===== config.mk =====
export PLATFORM = sky130hd
export DESIGN_NAME = ide_io_decoder
export DESIGN_NICKNAME = d
export VERILOG_FILES = /design/src/rtl/ide_dec_pkg.sv /design/src/rtl/ide_win_match.sv /design/src/rtl/ide_addr_decode.sv /design/src/rtl/ide_access_rules.sv /design/src/rtl/ide_io_decoder.sv
export SDC_FILE = /design/constraint.sdc
export NUM_CORES = 1
export LEC_CHECK = 0
export BUFFER_PORTS_ARGS = -buffer_cell sky130_fd_sc_hd__buf_2
export CORE_AREA = 2 2 159 161
export DETAILED_ROUTE_END_ITERATION = 16
export DIE_AREA = 0 0 161 163
export PLACE_DENSITY = 0.84
export SYNTH_ARGS = -nofsm -noshare
export SYNTH_HDL_FRONTEND = slang
export SYNTH_SLANG_ARGS = --single-unit
export TNS_END_PERCENT = 50

===== constraint.sdc =====
create_clock -name clk -period 6.4 [get_ports clk]
set_input_delay 1.28 -clock clk [delete_from_list [all_inputs] [get_ports clk]]
set_output_delay 1.28 -clock clk [all_outputs]
set_load 0.03 [all_outputs]

===== src/rtl/ide_dec_pkg.sv =====
package ide_dec_pkg;
    localparam int NWIN  = 5;
    localparam int NCHAN = 2;
    localparam int W_PCMD = 0;
    localparam int W_PCTL = 1;
    localparam int W_SCMD = 2;
    localparam int W_SCTL = 3;
    localparam int W_BM   = 4;

    localparam logic [1:0] SZ_BYTE = 2'd0;
    localparam logic [1:0] SZ_HALF = 2'd1;
    localparam logic [1:0] SZ_WORD = 2'd2;

    typedef enum logic [1:0] {BLK_NONE, BLK_CMD, BLK_CTRL, BLK_BM} blk_e;
    typedef enum logic [1:0] {PH_IDLE, PH_DEV_LO, PH_DEV_HI, PH_BM} phase_e;
endpackage


===== src/rtl/ide_win_match.sv =====
module ide_win_match #(
    parameter int AW = 16,
    parameter int OW = 4
) (
    input  logic [AW-1:0] addr,
    input  logic [AW-1:0] base,
    input  logic [AW-1:0] size,
    output logic          hit,
    output logic [OW-1:0] off
);
    logic [AW-1:0] diff;

    always_comb begin
        diff = addr - base;
        hit  = (addr >= base) && (diff < size);
        off  = diff[OW-1:0];
    end
endmodule


===== src/rtl/ide_addr_decode.sv =====
module ide_addr_decode
    import ide_dec_pkg::*;
#(
    parameter int AW = 16,
    parameter int OW = 4,
    parameter logic [NWIN-1:0][AW-1:0] WIN_SIZE = '0
) (
    input  logic [AW-1:0]           addr,
    input  logic [NWIN-1:0][AW-1:0] bases,
    output logic                    hit,
    output blk_e                    blk,
    output logic                    chan,
    output logic [OW-1:0]           off
);
    localparam logic [AW-1:0] BM_HALF = WIN_SIZE[W_BM] >> 1;
    localparam int SW = $clog2(NWIN);

    logic [NWIN-1:0]         hits;
    logic [NWIN-1:0][OW-1:0] offs;
    logic [SW-1:0]           sel;

    for (genvar w = 0; w < NWIN; w++) begin : g_win
        ide_win_match #(.AW(AW), .OW(OW)) u_match (
            .addr (addr),
            .base (bases[w]),
            .size (WIN_SIZE[w]),
            .hit  (hits[w]),
            .off  (offs[w])
        );
    end

    always_comb begin
        hit = 1'b0;
        sel = '0;
        for (int i = NWIN - 1; i >= 0; i--) begin
            if (hits[i]) begin
                hit = 1'b1;
                sel = SW'(i);
            end
        end
        off = offs[sel];
        unique case (int'(sel))
            W_PCMD, W_SCMD: blk = BLK_CMD;
            W_PCTL, W_SCTL: blk = BLK_CTRL;
            default:        blk = BLK_BM;
        endcase
        if (!hit) blk = BLK_NONE;
        if (int'(sel) == W_BM) chan = (AW'(off) >= BM_HALF);
        else                   chan = (int'(sel) == W_SCMD) || (int'(sel) == W_SCTL);
    end
endmodule


===== src/rtl/ide_access_rules.sv =====
module ide_access_rules
    import ide_dec_pkg::*;
#(
    parameter int OW       = 4,
    parameter int DATA_OFF = 0
) (
    input  blk_e          blk,
    input  logic [OW-1:0] off,
    input  logic [1:0]    size,
    output logic          legal
);
    always_comb begin
        unique case (blk)
            BLK_CMD:  legal = (off == OW'(DATA_OFF)) ? (size == SZ_HALF || size == SZ_WORD)
                                                     : (size == SZ_BYTE);
            BLK_CTRL: legal = (size == SZ_BYTE);
            BLK_BM:   legal = (size != 2'd3);
            default:  legal = 1'b0;
        endcase
    end
endmodule


===== src/rtl/ide_io_decoder.sv =====
module ide_io_decoder
    import ide_dec_pkg::*;
#(
    parameter int AW       = 16,
    parameter int OW       = 4,
    parameter int DW       = 32,
    parameter int DATA_OFF = 0,
    parameter int SEL_OFF  = 6,
    parameter int SEL_BIT  = 4,
    parameter logic [NWIN-1:0][AW-1:0] WIN_SIZE = {16'd16, 16'd4, 16'd8, 16'd4, 16'd8},
    parameter logic [NWIN-1:0][AW-1:0] BASE_RST = {16'hC000, 16'h0374, 16'h0170, 16'h03F4, 16'h01F0}
) (
    input  logic          clk,
    input  logic          rst_n,
    input  logic          io_en,
    input  logic          cfg_we,
    input  logic [2:0]    cfg_idx,
    input  logic [AW-1:0] cfg_base,
    input  logic          req_valid,
    input  logic          req_write,
    input  logic [1:0]    req_size,
    input  logic [AW-1:0] req_addr,
    input  logic [DW-1:0] req_wdata,
    output logic          rsp_valid,
    output logic [DW-1:0] rsp_rdata,
    output logic          dec_err,
    input  logic [3:0]    dev_present,
    output logic          dev_valid,
    output logic          dev_write,
    output logic [1:0]    dev_idx,
    output logic          dev_ctrl,
    output logic          dev_half,
    output logic [OW-1:0] dev_off,
    output logic [DW/2-1:0] dev_wdata,
    input  logic [DW/2-1:0] dev_rdata,
    output logic          bm_valid,
    output logic          bm_write,
    output logic          bm_chan,
    output logic [1:0]    bm_size,
    output logic [OW-1:0] bm_off,
    output logic [DW-1:0] bm_wdata,
    input  logic [DW-1:0] bm_rdata
);
    localparam int HW = DW / 2;

    typedef struct packed {
        phase_e                  phase;
        logic [NCHAN-1:0]        dsel;
        logic [NWIN-1:0][AW-1:0] base;
        logic                    wr;
        logic [1:0]              size;
        logic                    chan;
        logic                    ctrl;
        logic [OW-1:0]           off;
        logic [1:0]              idx;
        logic [DW-1:0]           wdata;
        logic [DW-1:0]           rdata;
        logic                    rsp_v;
        logic                    err;
    } st_t;

    st_t q, d;

    logic          dec_hit;
    blk_e          dec_blk;
    logic          dec_chan;
    logic [OW-1:0] dec_off;
    logic          size_ok;

    ide_addr_decode #(.AW(AW), .OW(OW), .WIN_SIZE(WIN_SIZE)) u_decode (
        .addr  (req_addr),
        .bases (q.base),
        .hit   (dec_hit),
        .blk   (dec_blk),
        .chan  (dec_chan),
        .off   (dec_off)
    );

    ide_access_rules #(.OW(OW), .DATA_OFF(DATA_OFF)) u_rules (
        .blk   (dec_blk),
        .off   (dec_off),
        .size  (req_size),
        .legal (size_ok)
    );

    always_comb begin
        logic [NCHAN-1:0] nsel;
        logic [1:0]       slot;
        d       = q;
        d.rsp_v = 1'b0;
        d.err   = 1'b0;
        nsel    = q.dsel;
        slot    = '0;

        for (int w = 0; w < NWIN; w++) begin
            if (cfg_we && cfg_idx == 3'(w) && cfg_base != '0) d.base[w] = cfg_base;
        end

        unique case (q.phase)
            PH_IDLE: begin
                if (req_valid) begin
                    d.wr    = req_write;
                    d.size  = req_size;
                    d.chan  = dec_chan;
                    d.ctrl  = (dec_blk == BLK_CTRL);
                    d.off   = dec_off;
                    d.wdata = req_wdata;
                    d.rdata = '0;
                    if (!io_en) begin
                        d.rsp_v = 1'b1;
                    end else if (!dec_hit || !size_ok) begin
                        d.rsp_v = 1'b1;
                        d.err   = 1'b1;
                    end else if (dec_blk == BLK_BM) begin
                        d.phase = PH_BM;
                    end else begin
                        if (dec_blk == BLK_CMD && req_write && dec_off == OW'(SEL_OFF))
                            nsel[dec_chan] = req_wdata[SEL_BIT];
                        d.dsel = nsel;
                        slot   = {dec_chan, nsel[dec_chan]};
                        d.idx  = slot;
                        if (dev_present[slot]) d.phase = PH_DEV_LO;
                        else                   d.rsp_v = 1'b1;
                    end
                end
            end
            PH_DEV_LO: begin
                if (!q.wr) begin
                    if (q.size == SZ_BYTE) d.rdata = DW'(dev_rdata[7:0]);
                    else                   d.rdata = DW'(dev_rdata);
                end
                if (q.size == SZ_WORD) begin
                    d.phase = PH_DEV_HI;
                end else begin
                    d.phase = PH_IDLE;
                    d.rsp_v = 1'b1;
                end
            end
            PH_DEV_HI: begin
                if (!q.wr) d.rdata[DW-1:HW] = dev_rdata;
                d.phase = PH_IDLE;
                d.rsp_v = 1'b1;
            end
            default: begin
                if (!q.wr) begin
                    unique case (q.size)
                        SZ_BYTE: d.rdata = DW'(bm_rdata[7:0]);
                        SZ_HALF: d.rdata = DW'(bm_rdata[HW-1:0]);
                        default: d.rdata = bm_rdata;
                    endcase
                end
                d.phase = PH_IDLE;
                d.rsp_v = 1'b1;
            end
        endcase
    end

    always_ff @(posedge clk) begin
        if (!rst_n) begin
            q      <= '0;
            q.base <= BASE_RST;
        end else begin
            q <= d;
        end
    end

    assign rsp_valid = q.rsp_v;
    assign rsp_rdata = q.rdata;
    assign dec_err   = q.err;
    assign dev_valid = (q.phase == PH_DEV_LO) || (q.phase == PH_DEV_HI);
    assign dev_half  = (q.phase == PH_DEV_HI);
    assign dev_write = q.wr;
    assign dev_idx   = q.idx;
    assign dev_ctrl  = q.ctrl;
    assign dev_off   = q.off;
    assign dev_wdata = dev_half ? q.wdata[DW-1:HW] : q.wdata[HW-1:0];
    assign bm_valid  = (q.phase == PH_BM);
    assign bm_write  = q.wr;
    assign bm_chan   = q.chan;
    assign bm_size   = q.size;
    assign bm_off    = q.off;
    assign bm_wdata  = q.wdata;
endmodule


==> results.cfg <==
[min_path]
holdPathEnd = q[87]
hp-class = flop to flop
holdCritStartpoint = q[87]
hold_depth = 2

[clocking]
clockRootBuffer = clkbuf_16
cts_resized = 0
cts-buffers-inserted = 17
cts_hold_buf = 0
h-tree-depth = 4
clock_latency_ps = 450
clock-sinks = 161
postCtsSetupBuffers = 0
cts.path.max_buffers = 2
clk_pin_slew_ps = 80
cts_tree = yes

[critical_path]
critPathCaptureType = flop
startpoint_type = primary input
required_ps = 6730
rr_worst_depth = 17
r2r_slack_ps = 1080
cp.arrival_ps = 6360
crit_type = primary input to flop
r2r_end = q[160]
r2r-start = q[125]
crit_fanout = 6

[timing]
maxSlewViolCount = 0
setup_viol = 0
slew_headroom_pct = 18.1
fin_crit_ps = 6040
fmax_ghz = 0.166
tns_ps = 0
finalCritPeriodShare_pct = 94.4
report.final.hold_viol_count = 0
fin_worst_skew_ps = 16.4
worst-slew-pin-transition_ps = 1230
rsz0062_at_grt = false

[yosys]
synth_seq_area_share_pct = 25.5
synth_area_per_cell_um2 = 7.98
ys_ff_latch = 161
async_reset_ff_share_pct = 0
syn-num-nets = 1800
synth_edf_count = 0
synth-main-ff-cell = dfxtp_1
synth.distinct_cells = 93
synth_area_um2 = 12600
syn_inst = 1582
ys_warn_count = 0

[floorplan]
die_width_um = 161
initial_core_util_pct = 51.2
dieArea_um2 = 26200
chipHeight_um = 163
core_region_area_um2 = 24700
rows = 58
ioPinCount = 228

[cells_and_area]
antenna_cells = 0
utilization_pct = 57.4
fillers = 2248
area_growth_pct = 12.1
drive_gt1_share_pct = 20.3
fin_nets = 1930
fin_cells = 2055

[drt]
drc = 0
firstDrtPassIters = 6
wirelength_um = 39200
initialDrtViolationCount = 1132
ant_nets = 0
viasPerCell = 6.00
vias = 12327
wl_per_cell_um = 19.1

[pwr]
pwr-share-comb_pct = 24.5
p_total_mw = 2.78
p_sw_mw = 0.956
pwr_density_cell_nw_per_um2 = 197
p_int_mw = 1.83
p_leak_nw = 6.45
switching_share_pct = 34.3
peakVddDrop_uv = 158
power.share.sequential_pct = 38.0
p_clk_share_pct = 37.5

[place]
gp_routability_congestion = 0.916
hpwl_um = 29300
place_inst = 2023
portBuffers = 227

[global_routing]
grt_start_max_net_pins = 94
grt_pass1_vias = 11301
grt_pass1_wl_um = 59900
track_usage_pct = 28.9
grt.overflow.total = 0
antenna_found_initial = 0

[outcome]
status = complete, no violations

[job]
maxCapViolations = 0
## Yosys cell counts (all sizes together) (24+ instances only)
master / n / area, µm²
nand2: 205 / 769
dfxtp: 161 / 3220
inv: 106 / 398
a21oi: 89 / 464
buf: 89 / 662
ha: 86 / 1080
nor2b: 71 / 444
clkbuf: 65 / 255
mux2i: 61 / 611
nor2: 56 / 213
a21boi: 54 / 405
o21ai: 46 / 230
nand3: 33 / 165
o211ai: 29 / 218
nor3: 26 / 130
a22oi: 25 / 188
and3: 24 / 153
## layout make-up
type | count | area, µm² | share of cell area (%)
Clock buffer | 18 | 439 | 3.10
Multi-Input combinational cell | 1160 | 8090 | 57.2
Clock inverter | 14 | 158 | 1.11
Sequential cell | 161 | 3220 | 22.8
Inverter | 106 | 398 | 2.81
Tap cell | 330 | 413 | 2.92
Timing Repair Buffer | 266 | 1430 | 10.1
## worst max path at each step
stage,startpoint,endpoint,slack [ps],cells past startpoint
floorplan,req_addr[0],q[160],260,18
global placement,req_addr[0],q[160],-40,19
detailed placement,req_addr[0],q[160],-60,20
CTS,req_addr[0],q[160],380,19
global route,req_addr[0],q[160],70,21
finish,req_addr[0],q[160],360,19
## worst max-delay path, cell delays in order
cell	delay, ps
buf_2	80
inv_1	70
ha_1	240
fa_1	400
xor2_1	220
o221ai_2	120
a311oi_2	200
nand4_1	140
or4b_1	510
or3_1	350
or4_4	490
o311a_1	350
o32ai_4	270
nand3_1	110
or4b_4	500
and3_1	180
a2111o_1	420
and4_4	190
o221a_1	250
## power by group through the flow
| stage | Combinational (mW) | Clock [mW] | Sequential, mW |
|---|---|---|---|
| floorplan | 0.485 | 0 | 1.07 |
| global placement | 0.652 | 0 | 1.08 |
| detailed placement | 0.664 | 0 | 1.08 |
| CTS | 0.668 | 1.06 | 1.06 |
| global route | 0.735 | 1.10 | 1.06 |
| finish | 0.682 | 1.05 | 1.06 |
## logic make-up (layout without fill, tap and decap cells)
group | after synthesis | after routing | share of synthesized area, %
AOI/OAI and AO/OA | 426 | 426 | 24.2
adders and majority gates | 91 | 91 | 9.32
and+or+nand+nor | 531 | 531 | 21.7
DFF | 161 | 161 | 25.5
buffers and inverters | 261 | 404 | 10.5
xor gates and xnor gates | 32 | 32 | 2.22
muxes | 80 | 80 | 6.53
## per-layer routing
metal / vias to the layer above / wire length (µm) / GRT usage (%)
met2: 601 / 17400 / 46.9
met4: 0 / 1210 / 9.50
met3: 80 / 3760 / 6.09
met1: 5779 / 16800 / 38.4
met5: - / 0 / 0
li1: 5867 / - / -
## sequential cells by signal, summed over array words and instances (netlist names)
name / count
dev_ctrl: 1
rsp_rdata: 32
bm_chan: 1
bm_off: 4
bm_write: 1
bm_wdata: 32
rsp_valid: 1
dec_err: 1
q: 84
dev_idx: 2
bm_size: 2
## per-stage QoR
| step | setup WS (ps) | hold slack (ps) | area, µm² |
|---|---|---|---|
| after detailed placement | -57.4 | 460 | 13600 |
| after global routing | 65.3 | 490 | 14200 |
| after CTS | 378 | 470 | 14200 |
| final | 361 | 466 | 14200 |
| after global placement | -41.3 | 453 | 13600 |
| after floorplan | 264 | 441 | 12600 |
## cells in the final DEF (no fill, tap or decap), types with 33 or more instances in the layout
cell / n
buf_2: 226
nand2_1: 205
dfxtp_1: 161
inv_1: 106
a21oi_1: 86
ha_1: 86
nor2b_1: 71
mux2i_1: 61
nor2_1: 54
a21boi_0: 53
o21ai_0: 43
buf_4: 40
nand3_1: 33
No activity file was read; power rests on OpenSTA's default activity.
